`src/rtl/spiStatusPkg.sv`:
```
package spiStatusPkg;

  // Strobes from the control module to the datapath, one system clock wide.
  typedef struct packed {
    logic frameStart;  // chip-select just went low
    logic frameEnd;    // chip-select just went high
    logic sampleBit;   // rising serial clock inside a frame
    logic driveBit;    // falling serial clock inside a frame
  } spiStrobe_t;

  // The meaningful fields of a status-write data byte.
  typedef struct packed {
    logic       newLock;   // becomes the lock bit
    logic [3:0] field;     // global protect / unprotect selector
  } wrData_t;

  localparam int BYTE_W = 8;
  localparam int BIT_CNT_W = $clog2(BYTE_W);

  localparam logic [BYTE_W-1:0] CMD_WR_ENABLE = 8'h06;
  localparam logic [BYTE_W-1:0] CMD_RD_STATUS = 8'h05;
  localparam logic [BYTE_W-1:0] CMD_WR_STATUS = 8'h01;

  localparam logic [3:0] FIELD_PROTECT   = 4'b1111;
  localparam logic [3:0] FIELD_UNPROTECT = 4'b0000;

endpackage

```
`src/rtl/spiSync.sv`:
```
module spiSync #(
  parameter int STAGES = 2,
  parameter int WIDTH = 1,
  parameter logic [WIDTH-1:0] RESET_VAL = '0
) (
  input  logic             clk,
  input  logic             rstN,
  input  logic [WIDTH-1:0] din,
  output logic [WIDTH-1:0] dout
);

  // STAGES must be at least 2.
  logic [STAGES-1:0][WIDTH-1:0] chain;

  always_ff @(posedge clk or negedge rstN) begin
    if (!rstN) chain <= {STAGES{RESET_VAL}};
    else       chain <= {chain[STAGES-2:0], din};
  end

  assign dout = chain[STAGES-1];

endmodule

```
`src/rtl/spiStatusDatapath.sv`:
```
module spiStatusDatapath
  import spiStatusPkg::*;
#(
  parameter int SYNC_STAGES = 2
) (
  input  logic              clk,
  input  logic              rstN,
  input  logic              spiSi,
  input  spiStrobe_t        strobe,
  input  logic              csActive,
  input  logic [BYTE_W-1:0] statusByte,
  output logic [BYTE_W-1:0] opcode,
  output wrData_t           wrData,
  output logic [1:0]        byteCount,
  output logic              spiSo,
  output logic              spiSoEn
);

  logic                 siSync;
  logic [BYTE_W-2:0]    rxShift;
  logic [BYTE_W-1:0]    rxNext;
  logic [BIT_CNT_W-1:0] bitCnt;
  logic [BYTE_W-1:0]    snap;
  logic                 soReg;
  logic                 readActive;
  logic                 lastBit;

  // Same depth as the clock and select synchronizers keeps data aligned.
  spiSync #(.STAGES(SYNC_STAGES), .WIDTH(1), .RESET_VAL(1'b0)) uSiSync (
    .clk  (clk),
    .rstN (rstN),
    .din  (spiSi),
    .dout (siSync)
  );

  assign rxNext     = {rxShift, siSync};
  assign lastBit    = (bitCnt == BIT_CNT_W'(BYTE_W - 1));
  assign readActive = (opcode == CMD_RD_STATUS) && (byteCount != 2'd0);

  // Receive side: shifter, bit counter, saturating byte counter.
  always_ff @(posedge clk or negedge rstN) begin
    if (!rstN) begin
      rxShift   <= '0;
      bitCnt    <= '0;
      byteCount <= '0;
      opcode    <= '0;
      wrData    <= '0;
    end else if (strobe.frameStart) begin
      rxShift   <= '0;
      bitCnt    <= '0;
      byteCount <= '0;
      opcode    <= '0;
    end else if (strobe.sampleBit) begin
      rxShift <= rxNext[BYTE_W-2:0];
      bitCnt  <= bitCnt + 1'b1;
      if (lastBit) begin
        if (byteCount == 2'd0) opcode <= rxNext;
        if (byteCount == 2'd1) wrData <= '{newLock: rxNext[7], field: rxNext[5:2]};
        if (byteCount != 2'd2) byteCount <= byteCount + 2'd1;
      end
    end
  end

  // Transmit side: a fresh status copy at every byte boundary.
  always_ff @(posedge clk or negedge rstN) begin
    if (!rstN) begin
      snap  <= '0;
      soReg <= 1'b0;
    end else if (strobe.frameStart || strobe.frameEnd) begin
      soReg <= 1'b0;
    end else if (strobe.driveBit) begin
      if (!readActive) begin
        soReg <= 1'b0;
      end else if (bitCnt == '0) begin
        snap  <= statusByte;
        soReg <= statusByte[BYTE_W-1];
      end else begin
        soReg <= snap[BIT_CNT_W'(BYTE_W - 1) - bitCnt];
      end
    end
  end

  assign spiSo   = soReg;
  assign spiSoEn = csActive;

endmodule

```
`src/rtl/spiStatusControl.sv`:
```
module spiStatusControl
  import spiStatusPkg::*;
#(
  parameter int SYNC_STAGES = 2
) (
  input  logic              clk,
  input  logic              rstN,
  input  logic              spiCsN,
  input  logic              spiSck,
  input  logic              wpN,
  input  logic [BYTE_W-1:0] opcode,
  input  wrData_t           wrData,
  input  logic [1:0]        byteCount,
  output spiStrobe_t        strobe,
  output logic              csActive,
  output logic              wel,
  output logic              lockBit,
  output logic              globalProtect,
  output logic              globalUnprotect
);

  logic csSync, sckSync, wpSync;
  logic csActivePrev, sckPrev;
  logic wpActive;
  logic welNext, lockNext, protectNext, unprotectNext;
  logic writeBlocked;

  spiSync #(.STAGES(SYNC_STAGES), .WIDTH(3), .RESET_VAL(3'b101)) uPinSync (
    .clk  (clk),
    .rstN (rstN),
    .din  ({spiCsN, spiSck, wpN}),
    .dout ({csSync, sckSync, wpSync})
  );

  assign csActive = ~csSync;
  assign wpActive = ~wpSync;

  always_ff @(posedge clk or negedge rstN) begin
    if (!rstN) begin
      csActivePrev <= 1'b0;
      sckPrev      <= 1'b0;
    end else begin
      csActivePrev <= csActive;
      sckPrev      <= sckSync;
    end
  end

  always_comb begin
    strobe.frameStart = csActive & ~csActivePrev;
    strobe.frameEnd   = ~csActive & csActivePrev;
    strobe.sampleBit  = csActive & sckSync & ~sckPrev;
    strobe.driveBit   = csActive & ~sckSync & sckPrev;
  end

  // The pin only blocks an attempt to clear a set lock bit.
  assign writeBlocked = wpActive && lockBit && !wrData.newLock;

  // Commit or abort, decided only when the frame closes.
  always_comb begin
    welNext       = wel;
    lockNext      = lockBit;
    protectNext   = 1'b0;
    unprotectNext = 1'b0;
    if (strobe.frameEnd && byteCount != 2'd0) begin
      case (opcode)
        CMD_WR_ENABLE: welNext = 1'b1;
        CMD_WR_STATUS: begin
          if (wel) begin
            welNext = 1'b0;
            if (byteCount == 2'd2 && !writeBlocked) begin
              lockNext = wrData.newLock;
              if (!lockBit) begin
                protectNext   = (wrData.field == FIELD_PROTECT);
                unprotectNext = (wrData.field == FIELD_UNPROTECT);
              end
            end
          end
        end
        default: ;
      endcase
    end
  end

  always_ff @(posedge clk or negedge rstN) begin
    if (!rstN) begin
      wel             <= 1'b0;
      lockBit         <= 1'b0;
      globalProtect   <= 1'b0;
      globalUnprotect <= 1'b0;
    end else begin
      wel             <= welNext;
      lockBit         <= lockNext;
      globalProtect   <= protectNext;
      globalUnprotect <= unprotectNext;
    end
  end

endmodule

```
`src/rtl/spiFlashStatusCtrl.sv`:
```
module spiFlashStatusCtrl
  import spiStatusPkg::*;
#(
  parameter int SYNC_STAGES = 2
) (
  input  logic clk,
  input  logic rstN,
  input  logic spiCsN,
  input  logic spiSck,
  input  logic spiSi,
  input  logic wpN,
  input  logic busyIn,
  output logic spiSo,
  output logic spiSoEn,
  output logic globalProtect,
  output logic globalUnprotect
);

  spiStrobe_t        strobe;
  logic              csActive;
  logic              wel;
  logic              lockBit;
  logic [BYTE_W-1:0] opcode;
  wrData_t           wrData;
  logic [1:0]        byteCount;
  logic [BYTE_W-1:0] statusByte;

  assign statusByte = {lockBit, 5'b00000, wel, busyIn};

  spiStatusControl #(.SYNC_STAGES(SYNC_STAGES)) uCtrl (
    .clk             (clk),
    .rstN            (rstN),
    .spiCsN          (spiCsN),
    .spiSck          (spiSck),
    .wpN             (wpN),
    .opcode          (opcode),
    .wrData          (wrData),
    .byteCount       (byteCount),
    .strobe          (strobe),
    .csActive        (csActive),
    .wel             (wel),
    .lockBit         (lockBit),
    .globalProtect   (globalProtect),
    .globalUnprotect (globalUnprotect)
  );

  spiStatusDatapath #(.SYNC_STAGES(SYNC_STAGES)) uData (
    .clk        (clk),
    .rstN       (rstN),
    .spiSi      (spiSi),
    .strobe     (strobe),
    .csActive   (csActive),
    .statusByte (statusByte),
    .opcode     (opcode),
    .wrData     (wrData),
    .byteCount  (byteCount),
    .spiSo      (spiSo),
    .spiSoEn    (spiSoEn)
  );

endmodule

```
`config.mk`:
```
export PLATFORM = sky130hd
export DESIGN_NAME = spiFlashStatusCtrl
export DESIGN_NICKNAME = d
export VERILOG_FILES = /design/src/rtl/spiStatusPkg.sv /design/src/rtl/spiSync.sv /design/src/rtl/spiStatusDatapath.sv /design/src/rtl/spiStatusControl.sv /design/src/rtl/spiFlashStatusCtrl.sv
export SDC_FILE = /design/constraint.sdc
export NUM_CORES = 1
export LEC_CHECK = 0
export CAP_MARGIN = 40
export CORE_ASPECT_RATIO = 0.75
export CORE_MARGIN = 4
export CORE_UTILIZATION = 40
export CTS_BUF_LIST = sky130_fd_sc_hd__clkbuf_8
export DETAILED_ROUTE_END_ITERATION = 7
export DONT_BUFFER_PORTS = 1
export PLACE_DENSITY = 0.58
export SLEW_MARGIN = 20
export SYNTH_ARGS = -nofsm -noshare
export SYNTH_HDL_FRONTEND = slang
export SYNTH_SLANG_ARGS = --single-unit
```
`constraint.sdc`:
```
create_clock -name clk -period 2.23 [get_ports clk]
set_input_delay 0.446 -clock clk [delete_from_list [all_inputs] [get_ports clk]]
set_output_delay 0.446 -clock clk [all_outputs]
set_load 0.02 [all_outputs]
```
==> results by group, run 1 <==
Global route
  – GRT Resource Usage Total: 0.141
  – First-pass GRT wire length: 6.00 mm
  – Met1 Usage GRT: 0.196
  – Largest net degree at the start of global routing: 44
  – Met2 GRT Util: 0.209
  – Global route hottest layer: met2
  – Grt met3 use: 0.0411
  – Initial antenna violation count: 0
  – Total gr overflow: 0
  – Vias in the first global route: 1182

Die
  – Die Width: 85.7 um
  – Num ports: 11
  – CORE AREA: 4200 um^2
  – Core Rows: 20
  – Initial core utilization: 0.431
  – Die height: 66.3 um
  – Die area: 5680 um^2

Synthesis
  – Main synth FF type: dfrtp_1
  – Most common cell in the netlist: dfrtp_1
  – Largest family of logic cells by synthesized area: simple AND/OR/NAND/NOR gates
  – Compound-Gate Fraction of Synth Area: 0.0546
  – Post-synthesis average cell area: 11.8 um^2
  – Post-synthesis mux area share: 0.105
  – Synth unique cells: 29
  – Leading post-synthesis cells by cell area: dfrtp_1, dfstp_2, ha_1
  – Post-synth top cells: dfrtp_1, nand2_1, nor2_1
  – Cell taking the most area after synthesis: dfrtp_1
  – Post-synth net total: 168
  – Sequential share of the synthesized area: 0.597
  – Post-synthesis cell area: 1810 um^2
  – EDFF count, synth: 0
  – Ys async rst share: 1.00
  – Synth Area in Adders: 0.0552
  – Top-area cell type share of the netlist area: 0.539
  – Synth Area in XOR/XNOR: 0.00483
  – Yosys reg bits: 43
  – Cell count after synthesis: 153
  – Ys Warns: 0
  – Post-Synth Simple-Gate Area: 0.161

Critical path
  – CP max stage delay: 0.57 ns
  – Delay-heaviest family, CP: simple AND/OR/NAND/NOR gates
  – WS Path Type: flip-flop to flip-flop
  – Critical path capture point type: flip-flop
  – Req. time, crit path: 2.41 ns
  – Worst-path maximum fanout: 5
  – Setup crit start kind: flip-flop
  – Crit path buffers/inverters: 1
  – Crit path cell chain: inv_1 -> ha_1 -> and4b_1 -> nand3_1 -> nor4b_4 -> mux2_2
  – CP Data Arrival Time: 2.27 ns
  – CP max-delay cell: dfstp_2
  – Reg2Reg Setup Slack: 0.14 ns

Cells and area
  – Share of cells above drive strength 1: 0.173
  – Post-layout net count: 176
  – Synthesis-to-layout area growth: 11.6%
  – Ant. Diodes: 0

Placement
  – Gpl congestion: 0.768
  – IO Port Bufs: 0
  – Dpl hpwl: 2.40 mm
  – Place WS: 0.151 ns

Power
  – Internal power: 0.00114 W
  – LEAKAGE: 0.986 nW
  – Switching power: 0.000305 W
  – Gate power share: 0.043
  – Pwr Total: 0.00145 W
  – Max VDD drop: 335 uV
  – Clock share of power: 0.398
  – Sequential Power Share: 0.559
  – PD cells: 717 nW/um^2
  – Net Sw Frac: 0.211

Clocking
  – Clock Latency Late Sink: 0.29 ns
  – H-tree levels: 2
  – Clock tree buffer depth: 2
  – Clock-pin slew of the registers on the worst-case setup and hold paths: 0.08 ns
  – TritonCTS clock tree: yes
  – Post-CTS sizing: 0
  – CTS Buf Count: 5
  – Clock sink total: 43
  – Root Buffer: clkbuf_8

Detailed routing
  – ANT nets after route: 0
  – Avg Vias per Cell: 5.18
  – Number of DRC markers in iteration 0: 64
  – Avg WL per Cell: 15.8 um
  – Total Wirelength: 3.42 mm
  – Total number of vias: 1123
  – Drt pass-1 iters: 4
  – DRC violations left: 0

Timing
  – Number of setup violations in the final report: 0
  – RSZ-0062 raised after global routing: no
  – Slew @ Worst Pin: 0.415 ns
  – Setup TNS: 0 ns
  – Fin crit period: 2.09 ns
  – Slew HR: 0.721
  – Final Skew: 0.00687 ns
  – FMAX: 0.478 GHz
  – Hold Vio Cnt, Final: 0
  – Final worst setup slack: 0.138 ns
  – Max-slew violations: 0
  – Worst hold slack: 0.00106 ns
  – Final period utilization: 0.938

Run status
  – Status: finished clean

Job
  – Max-Cap Viols: 0

Hold path
  – Min-Delay Path Class: primary input to async pin
## worst paths after layout
check	from	end	depth (start not counted)
max reg2reg	uCtrl.uPinSync.dout[2]	uData.snap[1]	6
max in group asynchronous	rstN	uCtrl.uPinSync.chain[0]	1
min	rstN	uData.opcode[5]	1
max	uCtrl.uPinSync.dout[2]	uData.snap[1]	6
min in group clk	wpN	uCtrl.uPinSync.chain[0]	0
min reg2reg	uData.uSiSync.chain[0]	uData.uSiSync.dout	0
## repair_timing
item / in CTS / in global routing
hold endpoints to repair: 43 / 0
hold buffers: 1 / 0
buffers inserted: 0 / 0
## power groups by stage
stage	combinational, W	sequential (W)	clock, W
after floorplan	0.0000329	0.000821	0
after global placement	0.0000433	0.000824	0
after detailed placement	0.0000439	0.000825	0
after CTS	0.0000638	0.000810	0.000589
after global routing	0.0000708	0.000812	0.000645
final	0.0000624	0.000810	0.000577
## logic make-up after synthesis
kind of cell | Yosys count
AO/OA/AOI/OAI | 16
XOR/XNOR | 1
adder cells (fa/ha/maj) | 8
buffers and inverters | 11
flip-flops | 43
multiplexers | 18
AND/OR/NAND/NOR | 56
## layout make-up
class / instances / area (um^2)
Sequential cell: 43 / 1080
Tap cell: 55 / 68.8
Inverter: 7 / 26.3
Multi-Input combinational cell: 99 / 689
Clock inverter: 3 / 37.5
Fill cell: 391 / 2180
Timing Repair Buffer: 5 / 50.0
Clock buffer: 5 / 68.8
## cells in the final DEF (no fill, tap or decap), drive strengths merged, types with 2 or more instances in the layout
cell	synthesis	routed
nor3b	3	3
nor2	15	15
mux2	8	8
inv	7	9
buf	0	5
clkbuf	4	5
dfrtp	39	39
and3	2	2
nand3	4	4
nor3	2	2
nor4b	2	2
dfstp	4	4
mux2i	10	10
ha	8	8
a32o	2	2
nand2	23	23
a21oi	10	10
## flip-flops by register name, indices dropped and copies added (netlist names), 2 cells and up
name	flops
uCtrl.uPinSync.chain	3
uData.wrData	5
uData.byteCount	2
uData.snap	3
uData.opcode	8
uData.bitCnt	3
uData.rxShift	7
uCtrl.uPinSync.dout	3
## metrics by stage
stage,cells,utilization,instance area (um^2)
2_1_floorplan,153,-,1810
3_3_place_gp,208,0.451,1900
3_5_place_dp,208,0.451,1900
4_1_cts,217,0.481,2020
5_1_grt,217,0.481,2020
6_report,217,0.481,2020
## metal layers
metal / part of all wire / vias to the layer above
li1: - / 541
met1: 0.51 / 568
met2: 0.44 / 10
met3: 0.044 / 4
met4: 0.012 / 0
met5: 0 / -
Note: power is estimated with default switching activity, not from simulation.
==> run 2: changes to the inputs <==
- clock period: 2.23 -> 2 ns (I/O delays scaled with it)
==> run 2 against run 1 <==
The run now ends with setup timing left; cell count grew 1.8%; fmax grew 3.7%; setup slack lost 0.16 ns; wire length grew 1.2%; power grew 15%; cell area grew 3.6%; clock skew shrank 0.0028 ns; clock power grew 20%; critical path type unchanged; critical endpoint unchanged.
==> results by group, run 2 (same netlist as run 1, synthesis figures left out) <==
Die
  – Initial core utilization: 0.431
  – Die Width: 85.7 um
  – CORE AREA: 4200 um^2
  – Core Rows: 20
  – Die area: 5680 um^2
  – Num ports: 11
  – Die height: 66.3 um

Critical path
  – CP Data Arrival Time: 2.19 ns
  – Req. time, crit path: 2.18 ns
  – CP max-delay cell: dfstp_2
  – WS Path Type: flip-flop to flip-flop
  – CP max stage delay: 0.54 ns
  – RR Startpoint: uCtrl.uPinSync.dout[2]
  – CP Launch Point: uCtrl.uPinSync.dout[2]
  – Worst-path maximum fanout: 3
  – Crit path cell chain: inv_2 -> ha_4 -> and4b_1 -> nand3_2 -> nor4b_4 -> mux2_4
  – Setup crit start kind: flip-flop
  – Reg2Reg Setup Slack: -0.02 ns
  – Critical path capture point type: flip-flop

Cells and area
  – Non-Filler Instances: 221
  – Biggest regs: uData.opcode (8), uData.rxShift (7), uData.wrData (5)
  – Share of cells above drive strength 1: 0.217
  – Post-layout net count: 180
  – Commonest non-fill, non-tap cell in the layout: dfrtp_1
  – Ant. Diodes: 0
  – Filler instances: 384
  – Most frequent cells in the layout: dfrtp_1, nand2_1, nor2_1
  – Biggest register: uData.opcode
  – Max reg flops: 8
  – Fin util: 0.498
  – Design area: 2090 um^2
  – Synthesis-to-layout area growth: 15.6%

Global route
  – First-pass GRT wire length: 5.87 mm
  – Initial antenna violation count: 0
  – Grt met3 use: 0.0423
  – Largest net degree at the start of global routing: 44
  – Global route hottest layer: met2
  – Met2 GRT Util: 0.203
  – GRT Resource Usage Total: 0.139
  – Vias in the first global route: 1132
  – Met1 Usage GRT: 0.195
  – Total gr overflow: 0

Power
  – Net Sw Frac: 0.209
  – Sequential Power Share: 0.540
  – LEAKAGE: 1.01 nW
  – Switching power: 0.000349 W
  – Gate power share: 0.046
  – Pwr Total: 0.00167 W
  – Max VDD drop: 353 uV
  – PD cells: 797 nW/um^2
  – Clock share of power: 0.414
  – Internal power: 0.00132 W

Timing
  – Slew @ Worst Pin: 0.464 ns
  – Final worst setup slack: -0.0178 ns
  – Max-slew violations: 0
  – Number of setup violations in the final report: 3
  – Final Skew: 0.00408 ns
  – FMAX: 0.496 GHz
  – Final period utilization: 1.01
  – Hold Vio Cnt, Final: 0
  – Slew HR: 0.688
  – Fin crit period: 2.02 ns
  – RSZ-0062 raised after global routing: yes
  – Setup TNS: -0.0421 ns

Detailed routing
  – Total number of vias: 1136
  – ANT nets after route: 0
  – Number of DRC markers in iteration 0: 78
  – Avg WL per Cell: 15.7 um
  – DRC violations left: 0
  – Avg Vias per Cell: 5.14
  – Total Wirelength: 3.47 mm
  – Drt pass-1 iters: 4

Job
  – Max-Cap Viols: 0

Clocking
  – Clock-pin slew of the registers on the worst-case setup and hold paths: 0.08 ns
  – Clock sink total: 43
  – CTS Buf Count: 5
  – Clock Latency Late Sink: 0.29 ns
  – H-tree levels: 2
  – Root Buffer: clkbuf_8
  – Clock tree buffer depth: 2
  – TritonCTS clock tree: yes

Placement
  – Cells after DPL: 210
  – IO Port Bufs: 0
  – Dpl hpwl: 2.39 mm
  – Post-DP Area: 1910 um^2
  – Gpl congestion: 0.729

Run status
  – Status: complete, but fails checks
  – Failing checks: setup timing

Hold path
  – Worst hold start: wpN
  – Min-Delay Path Class: primary input to flip-flop
## run 2: cell types whose count changed in the layout (fill, tap and decap cells not counted), sizes merged
cell | previous run | this run
inv | 9 | 7
clkbuf | 5 | 6
buf | 5 | 8
dlygate4sd3 | 0 | 1
clkinv | 0 | 1
## run 2: worst max-delay path, delay by kind of cell, from the launching register on
family,cells,cell delay [ns]
fa+ha+maj,1,0.25
buf+inv,1,0.05
flops,1,0.54
simple gates,3,0.72
mux,1,0.34
## run 2: worst paths after layout
path,endpoint,cells after the start
hold / removal,uCtrl.uPinSync.chain[0],0
setup / recovery,uData.snap[1],6
min in group asynchronous,uData.wrData[2],2
setup reg to reg,uData.snap[1],6
max in group asynchronous,uCtrl.uPinSync.dout[0],2
hold reg to reg,uCtrl.uPinSync.dout[0],0
## run 2: power by group through the flow
stage | Clock [W] | Combinational [W] | Sequential [W]
4_1_cts | 0.000705 | 0.0000761 | 0.000902
3_3_place_gp | 0 | 0.0000507 | 0.000918
5_1_grt | 0.000748 | 0.0000905 | 0.000905
2_1_floorplan | 0 | 0.0000369 | 0.000916
3_5_place_dp | 0 | 0.0000523 | 0.000919
6_report | 0.000691 | 0.0000775 | 0.000902
## run 2: per-layer routing
layer | part of all wire | vias up
met5 | 0 | -
li1 | - | 549
met3 | 0.032 | 5
met1 | 0.49 | 572
met4 | 0.013 | 0
met2 | 0.46 | 10
## run 2: final cells by class
| cell class | count | area [um^2] | area share |
|---|---|---|---|
| clock inverters | 2 | 35.0 | 0.0167 |
| well taps | 55 | 68.8 | 0.0329 |
| flip-flops and latches | 43 | 1080 | 0.516 |
| clock buffers | 6 | 82.6 | 0.0394 |
| repair buffers | 9 | 82.6 | 0.0394 |
| inverters | 7 | 26.3 | 0.0125 |
| multi-input cells | 99 | 718 | 0.343 |
## run 2: repair_timing
| item | CTS | global route |
|---|---|---|
| gates resized for setup | 0 | 5 |
| setup buffers | 0 | 1 |
| hold buffers | 2 | 0 |
| endpoints found under the setup margin | 0 | 3 |
| endpoints found under the hold margin | 43 | 0 |
## run 2: per-stage QoR
step	hold WS, ns	setup slack (ns)
after floorplan	0.104	0.0424
after CTS	0.0922	0.0277
after detailed placement	0.106	0.0490
after global placement	0.106	0.0856
final	0.100	-0.0178
after global routing	0.0812	-0.105
